===== config.mk =====
export PLATFORM = sky130hd
export DESIGN_NAME = dma_periph_chan
export DESIGN_NICKNAME = d
export VERILOG_FILES = /design/src/rtl/dma_chan_pkg.sv /design/src/rtl/dma_chan_regs.sv /design/src/rtl/dma_chan_xfer.sv /design/src/rtl/dma_periph_chan.sv
export SDC_FILE = /design/constraint.sdc
export NUM_CORES = 1
export LEC_CHECK = 0
export CORE_MARGIN = 2
export CORE_UTILIZATION = 49
export DETAILED_ROUTE_END_ITERATION = 6
export PLACE_DENSITY = 0.81
export SKIP_LAST_GASP = 1
export SYNTH_ARGS = -nofsm -noshare
export SYNTH_HDL_FRONTEND = slang
export SYNTH_HIERARCHICAL = 1
export SYNTH_SLANG_ARGS = --single-unit

===== constraint.sdc =====
create_clock -name clk_i -period 3.3 [get_ports clk_i]
set_clock_uncertainty 0.1 [all_clocks]
set_input_delay 0.66 -clock clk_i [delete_from_list [all_inputs] [get_ports clk_i]]
set_output_delay 0.66 -clock clk_i [all_outputs]
set_load 0.03 [all_outputs]

===== src/rtl/dma_chan_pkg.sv =====
package dma_chan_pkg;

  typedef enum logic [1:0] {
    SEL_CUR_PTR = 2'd0,
    SEL_CUR_CNT = 2'd1,
    SEL_NXT_PTR = 2'd2,
    SEL_NXT_CNT = 2'd3
  } reg_sel_e;

  function automatic logic [2:0] step_bytes(input logic [1:0] sz);
    case (sz)
      2'd0:    return 3'd1;
      2'd1:    return 3'd2;
      default: return 3'd4;
    endcase
  endfunction

endpackage


===== src/rtl/dma_chan_regs.sv =====
module dma_chan_regs
  import dma_chan_pkg::*;
#(
  parameter int AW = 32,
  parameter int CW = 16
) (
  input  logic          clk_i,
  input  logic          rst_ni,
  input  logic          we_i,
  input  logic [1:0]    sel_i,
  input  logic [AW-1:0] wdata_i,
  input  logic          done_i,
  input  logic [1:0]    size_i,
  output logic [AW-1:0] cur_ptr_o,
  output logic [CW-1:0] cur_cnt_o,
  output logic [AW-1:0] nxt_ptr_o,
  output logic [CW-1:0] nxt_cnt_o,
  output logic          end_buf_o,
  output logic          buf_dry_o
);

  logic [AW-1:0] cur_ptr_q, nxt_ptr_q;
  logic [CW-1:0] cur_cnt_q, nxt_cnt_q;
  logic          end_q, dry_q;

  logic [CW-1:0] wcnt;
  logic          step_ok, last, reload, wr_cur_cnt, wr_nxt_cnt;

  assign wcnt       = wdata_i[CW-1:0];
  assign step_ok    = done_i && (cur_cnt_q != '0);
  assign last       = step_ok && (cur_cnt_q == CW'(1));
  assign reload     = last && (nxt_cnt_q != '0);
  assign wr_cur_cnt = we_i && (reg_sel_e'(sel_i) == SEL_CUR_CNT);
  assign wr_nxt_cnt = we_i && (reg_sel_e'(sel_i) == SEL_NXT_CNT);

  always_ff @(posedge clk_i or negedge rst_ni) begin
    if (!rst_ni) begin
      cur_ptr_q <= '0;
      cur_cnt_q <= '0;
      nxt_ptr_q <= '0;
      nxt_cnt_q <= '0;
    end else begin
      // software write overrides the hardware update of the same register
      if (we_i && reg_sel_e'(sel_i) == SEL_CUR_PTR) cur_ptr_q <= wdata_i;
      else if (reload)                              cur_ptr_q <= nxt_ptr_q;
      else if (step_ok)                             cur_ptr_q <= cur_ptr_q + AW'(step_bytes(size_i));

      if (wr_cur_cnt)   cur_cnt_q <= wcnt;
      else if (reload)  cur_cnt_q <= nxt_cnt_q;
      else if (step_ok) cur_cnt_q <= cur_cnt_q - CW'(1);

      if (we_i && reg_sel_e'(sel_i) == SEL_NXT_PTR) nxt_ptr_q <= wdata_i;
      else if (reload)                              nxt_ptr_q <= '0;

      if (wr_nxt_cnt)   nxt_cnt_q <= wcnt;
      else if (reload)  nxt_cnt_q <= '0;
    end
  end

  always_ff @(posedge clk_i or negedge rst_ni) begin
    if (!rst_ni) begin
      end_q <= 1'b0;
      dry_q <= 1'b0;
    end else begin
      if (last)                                      end_q <= 1'b1;
      else if ((wr_cur_cnt || wr_nxt_cnt) && wcnt != '0) end_q <= 1'b0;

      if (last && !reload)                           dry_q <= 1'b1;
      else if (wr_cur_cnt && wcnt != '0)             dry_q <= 1'b0;
    end
  end

  assign cur_ptr_o = cur_ptr_q;
  assign cur_cnt_o = cur_cnt_q;
  assign nxt_ptr_o = nxt_ptr_q;
  assign nxt_cnt_o = nxt_cnt_q;
  assign end_buf_o = end_q;
  assign buf_dry_o = dry_q;

endmodule


===== src/rtl/dma_chan_xfer.sv =====
module dma_chan_xfer #(
  parameter int AW  = 32,
  parameter int DW  = 32,
  parameter int DIR = 0
) (
  input  logic          clk_i,
  input  logic          rst_ni,
  input  logic          active_i,
  input  logic          per_req_i,
  input  logic [DW-1:0] per_data_i,
  input  logic [AW-1:0] cur_ptr_i,
  input  logic          mem_ack_i,
  input  logic [DW-1:0] mem_rdata_i,
  output logic          mem_req_o,
  output logic          mem_we_o,
  output logic [AW-1:0] mem_addr_o,
  output logic [DW-1:0] mem_wdata_o,
  output logic          done_o,
  output logic [DW-1:0] per_data_o,
  output logic          per_valid_o
);

  localparam logic IS_TX = (DIR != 0);

  logic          busy_q, pend_q, valid_q;
  logic [AW-1:0] addr_q;
  logic [DW-1:0] hold_q, wdata_q, rdata_q;
  logic          launch, done;

  assign launch = !busy_q && active_i && (per_req_i || pend_q);
  assign done   = busy_q && mem_ack_i;

  always_ff @(posedge clk_i or negedge rst_ni) begin
    if (!rst_ni) begin
      busy_q  <= 1'b0;
      pend_q  <= 1'b0;
      addr_q  <= '0;
      hold_q  <= '0;
      wdata_q <= '0;
      rdata_q <= '0;
      valid_q <= 1'b0;
    end else begin
      if (launch)    busy_q <= 1'b1;
      else if (done) busy_q <= 1'b0;
      // one-deep request memory, dropped whenever the channel is inactive
      pend_q <= active_i && !launch && (pend_q || per_req_i);
      if (per_req_i) hold_q <= per_data_i;
      if (launch) begin
        addr_q  <= cur_ptr_i;
        wdata_q <= per_req_i ? per_data_i : hold_q;
      end
      if (done) rdata_q <= mem_rdata_i;
      valid_q <= done;
    end
  end

  assign mem_req_o   = busy_q;
  assign mem_we_o    = !IS_TX;
  assign mem_addr_o  = addr_q;
  assign mem_wdata_o = wdata_q;
  assign done_o      = done;
  assign per_data_o  = rdata_q;
  assign per_valid_o = valid_q && IS_TX;

endmodule


===== src/rtl/dma_periph_chan.sv =====
module dma_periph_chan #(
  parameter int AW  = 32,
  parameter int CW  = 16,
  parameter int DW  = 32,
  parameter int DIR = 0
) (
  input  logic          clk_i,
  input  logic          rst_ni,
  input  logic          en_i,
  input  logic [1:0]    size_i,
  input  logic          reg_we_i,
  input  logic [1:0]    reg_sel_i,
  input  logic [AW-1:0] reg_wdata_i,
  output logic [AW-1:0] cur_ptr_o,
  output logic [CW-1:0] cur_cnt_o,
  output logic [AW-1:0] nxt_ptr_o,
  output logic [CW-1:0] nxt_cnt_o,
  input  logic          per_req_i,
  input  logic [DW-1:0] per_data_i,
  output logic [DW-1:0] per_data_o,
  output logic          per_valid_o,
  output logic          mem_req_o,
  output logic          mem_we_o,
  output logic [AW-1:0] mem_addr_o,
  output logic [DW-1:0] mem_wdata_o,
  input  logic [DW-1:0] mem_rdata_i,
  input  logic          mem_ack_i,
  output logic          end_buf_o,
  output logic          buf_dry_o
);

  logic done, active;

  assign active = en_i && (cur_cnt_o != '0);

  dma_chan_regs #(.AW(AW), .CW(CW)) i_regs (
    .clk_i     (clk_i),
    .rst_ni    (rst_ni),
    .we_i      (reg_we_i),
    .sel_i     (reg_sel_i),
    .wdata_i   (reg_wdata_i),
    .done_i    (done),
    .size_i    (size_i),
    .cur_ptr_o (cur_ptr_o),
    .cur_cnt_o (cur_cnt_o),
    .nxt_ptr_o (nxt_ptr_o),
    .nxt_cnt_o (nxt_cnt_o),
    .end_buf_o (end_buf_o),
    .buf_dry_o (buf_dry_o)
  );

  dma_chan_xfer #(.AW(AW), .DW(DW), .DIR(DIR)) i_xfer (
    .clk_i       (clk_i),
    .rst_ni      (rst_ni),
    .active_i    (active),
    .per_req_i   (per_req_i),
    .per_data_i  (per_data_i),
    .cur_ptr_i   (cur_ptr_o),
    .mem_ack_i   (mem_ack_i),
    .mem_rdata_i (mem_rdata_i),
    .mem_req_o   (mem_req_o),
    .mem_we_o    (mem_we_o),
    .mem_addr_o  (mem_addr_o),
    .mem_wdata_o (mem_wdata_o),
    .done_o      (done),
    .per_data_o  (per_data_o),
    .per_valid_o (per_valid_o)
  );

endmodule


==> impl_results.md <==
- Outcome: complete, no violations
- DIE HEIGHT: 154 um
- Largest area contributor in the netlist: dfrtp_1
- Sw Pwr: 0.00446 W
- DRC viols: 0
- RSZ-0062 raised after global routing: false
- Filler cells: 1612
- Clk pwr share: 22.9%
- YS warnings: 6
- Routed len/inst: 21.3 um
- Root buf cell: clkbuf_16
- Endpoint of the worst register-to-register path: i_regs/cur_ptr_o[18]$_DFFE_PN0P_
- Die area: 23600 sq um
- Worst vdd ir: 0.382 mV
- Switch share: 38.0%
- CTS Hold Bufs: 0
- Ports: 303
- Share of layout cells above drive strength 1: 16.8%
- Worst EP required: 3.59 ns
- DP HPWL: 23600 um
- Most used DFF post-synth: dfrtp_1
- Most numerous cell in the Yosys netlist: dfrtp_1
- Pleak: 6.32 nW
- Layout area overhead: 36.9%
- Slew Limit Headroom: 37.2%
- Vias/cell: 5.93
- Avg Cell Area, Syn: 11.0 sq um
- Vias in the first global route: 9325
- Ant. Diodes: 0
- Slew @ Worst Pin: 0.935 ns
- Placement Cell Area: 14200 sq um
- GPL Wtd Cong: 0.903
- Share of total power in combinational logic: 40.8%
- Syn Inst Count: 994
- Vias: 9342
- First-pass DRT Iterations: 5
- Slack of the critical path: 0.363 ns
- Crit-path max FO: 35
- Setup crit end kind: flip-flop
- CORE AREA: 21900 sq um
- Yosys reg bits: 228
- Final ANT Viol Nets: 0
- Worst min-delay path category: in -> async
- First-pass GRT wire length: 53400 um
- Synth top area share: 52.0%
- Port-buffer cells: 300
- Setup bufs post-CTS: 0
- CTS tree: done
- Final Net Count: 1392
- Final worst path period share: 89.0%
- Largest net degree at the start of global routing: 78
- Crit path time final: 2.94 ns
- R2R Setup Slk: 0.36 ns
- Achievable Freq: 0.340 GHz
- Total track usage: 28.0%
- Synth async-reset ratio: 100%
- Seq/Total Area, Yosys: 52.0%
- Design Area, Final: 15000 sq um
- Mapped Nets: 1107
- Max Transition Viols Final: 0
- Clk_lat worst skew: 0.53 ns
- CTS Buf Count: 25
- Grt ovf: 0
- Starting Density: 50.1%
- Clock H-tree levels: 1
- EDFF count, synth: 0
- Reg2reg start: i_regs/cur_cnt_o[4]$_DFFE_PN0P_
- PwrDens: 783 nW/um^2
- Setup Viol. Count Final: 0
- Mapped Area: 11000 sq um
- WHS: 0.00910 ns
- DRT Wirelength: 33600 um
- Cts repair resizes: 0
- Worst reg2reg path depth: 6
- Die width: 154 um
- Internal: 0.00729 W
- Yosys cell types: 59
- Max cap viols: 0
- CP Launch Type: flip-flop
- Top post-synthesis cells by count: 228 x dfrtp_1, 117 x nand2_1, 96 x o21ai_0, 79 x mux2_2, 55 x a21oi_1
- CTS Buffer Depth: 3
- Worst EP arrival: 3.23 ns
- Sequential group share of total power: 36.3%
- CP Class: reg -> reg
- Initial antenna violation count: 0
- Pre-CTS setup slack: -0.0690 ns
- Clock transition at path regs: 0.06 ns
- Row count: 54
- Synth top area cells: dfrtp_1 52%, mux2_2 8.1%, mux2_4 6.7%
- Clock Sinks: 228
- Final Hold Fails: 0
- Initial drt markers: 893
==> state kept, by name, indices dropped and copies added, names as in the netlist, 16 cells and up <==
register            cells
i_regs/nxt_cnt_o       16
i_xfer/mem_addr_o      32
i_regs/nxt_ptr_o       32
i_regs/cur_ptr_o       32
i_xfer/hold_q          32
i_xfer/mem_wdata_o     32
i_xfer/per_data_o      32
i_regs/cur_cnt_o       16
==> critical path, stage by stage, from the launching register on <==
cell and delay (ns):
dfrtp_1 0.47, or4_4 0.68, nor4_2 0.29, buf_4 0.24, nand3_4 0.45, nand2_1 0.43
o211ai_1 0.14
==> metrics by stage <==
stage               std cells  power, W  utilization, %  TNS [ns]
global route             1575    0.0122            68.5         0
floorplan                 994   0.00686               -         0
finish                   1575    0.0118            68.5         0
detailed placement       1532   0.00907            64.9   -0.0777
global placement         1532   0.00895            64.9         0
CTS                      1575    0.0118            68.5         0
==> power by group through the flow <==
stage / sequential (W) / combinational, W / clock (W)
6_report: 0.00426 / 0.00480 / 0.00269
5_1_grt: 0.00436 / 0.00503 / 0.00285
4_1_cts: 0.00424 / 0.00481 / 0.00274
3_5_place_dp: 0.00428 / 0.00479 / 0
3_3_place_gp: 0.00425 / 0.00471 / 0
2_1_floorplan: 0.00547 / 0.00139 / 0
==> worst max path at each step <==
stage,from,endpoint,slack (ns),depth (start not counted)
after floorplan,i_regs/cur_cnt_o[0]$_DFFE_PN0P_,i_regs/cur_ptr_o[17]$_DFFE_PN0P_,0.80,8
after detailed placement,size_i[1],i_regs/cur_ptr_o[28]$_DFFE_PN0P_,-0.07,9
final,i_regs/cur_cnt_o[4]$_DFFE_PN0P_,i_regs/cur_ptr_o[18]$_DFFE_PN0P_,0.36,6
after global placement,size_i[1],i_regs/cur_ptr_o[22]$_DFFE_PN0P_,0.03,9
after CTS,i_regs/cur_cnt_o[4]$_DFFE_PN0P_,i_regs/cur_ptr_o[24]$_DFFE_PN0P_,0.42,6
after global routing,size_i[1],i_regs/cur_ptr_o[28]$_DFFE_PN0P_,0.16,9
==> cells by family after synthesis <==
family,synth area share [%]
compound gates,11.6
xor+xnor,2.32
fa+ha+maj,0.867
buf+inv,4.14
flops,52.0
mux,16.4
other cells,0.0685
simple gates,12.6
==> cell type report <==
| type | instances | area [sq um] | share of cell area (%) |
|---|---|---|---|
| inverters | 16 | 60.1 | 0.400 |
| clock inverters | 7 | 63.8 | 0.425 |
| repair buffers | 330 | 3280 | 21.9 |
| well taps | 280 | 350 | 2.33 |
| clock buffers | 36 | 727 | 4.84 |
| flip-flops and latches | 228 | 5710 | 38.0 |
| multi-input cells | 678 | 4820 | 32.1 |
==> per-layer routing <==
layer / vias up / global-route usage [%] / part of all wire [%]
met2: 536 / 45.5 / 47
li1: 4144 / - / -
met3: 73 / 5.78 / 9.4
met1: 4589 / 38.4 / 41
met4: 0 / 7.69 / 2.6
met5: - / 0 / 0
==> layout by cell type, fill, tap and decap left out, types with 26 or more instances in the layout <==
cell type        synthesis  routed
mux2_2                  79      79
a21oi_1                 55      55
nor4_1                  29      29
dfrtp_1                228     228
nor2_1                  38      37
o21ai_0                 96      96
buf_4                    6      26
nand2_1                117     117
mux2_4                  49      49
clkdlybuf4s50_1          0     299
Note: power is estimated with default switching activity, not from simulation.
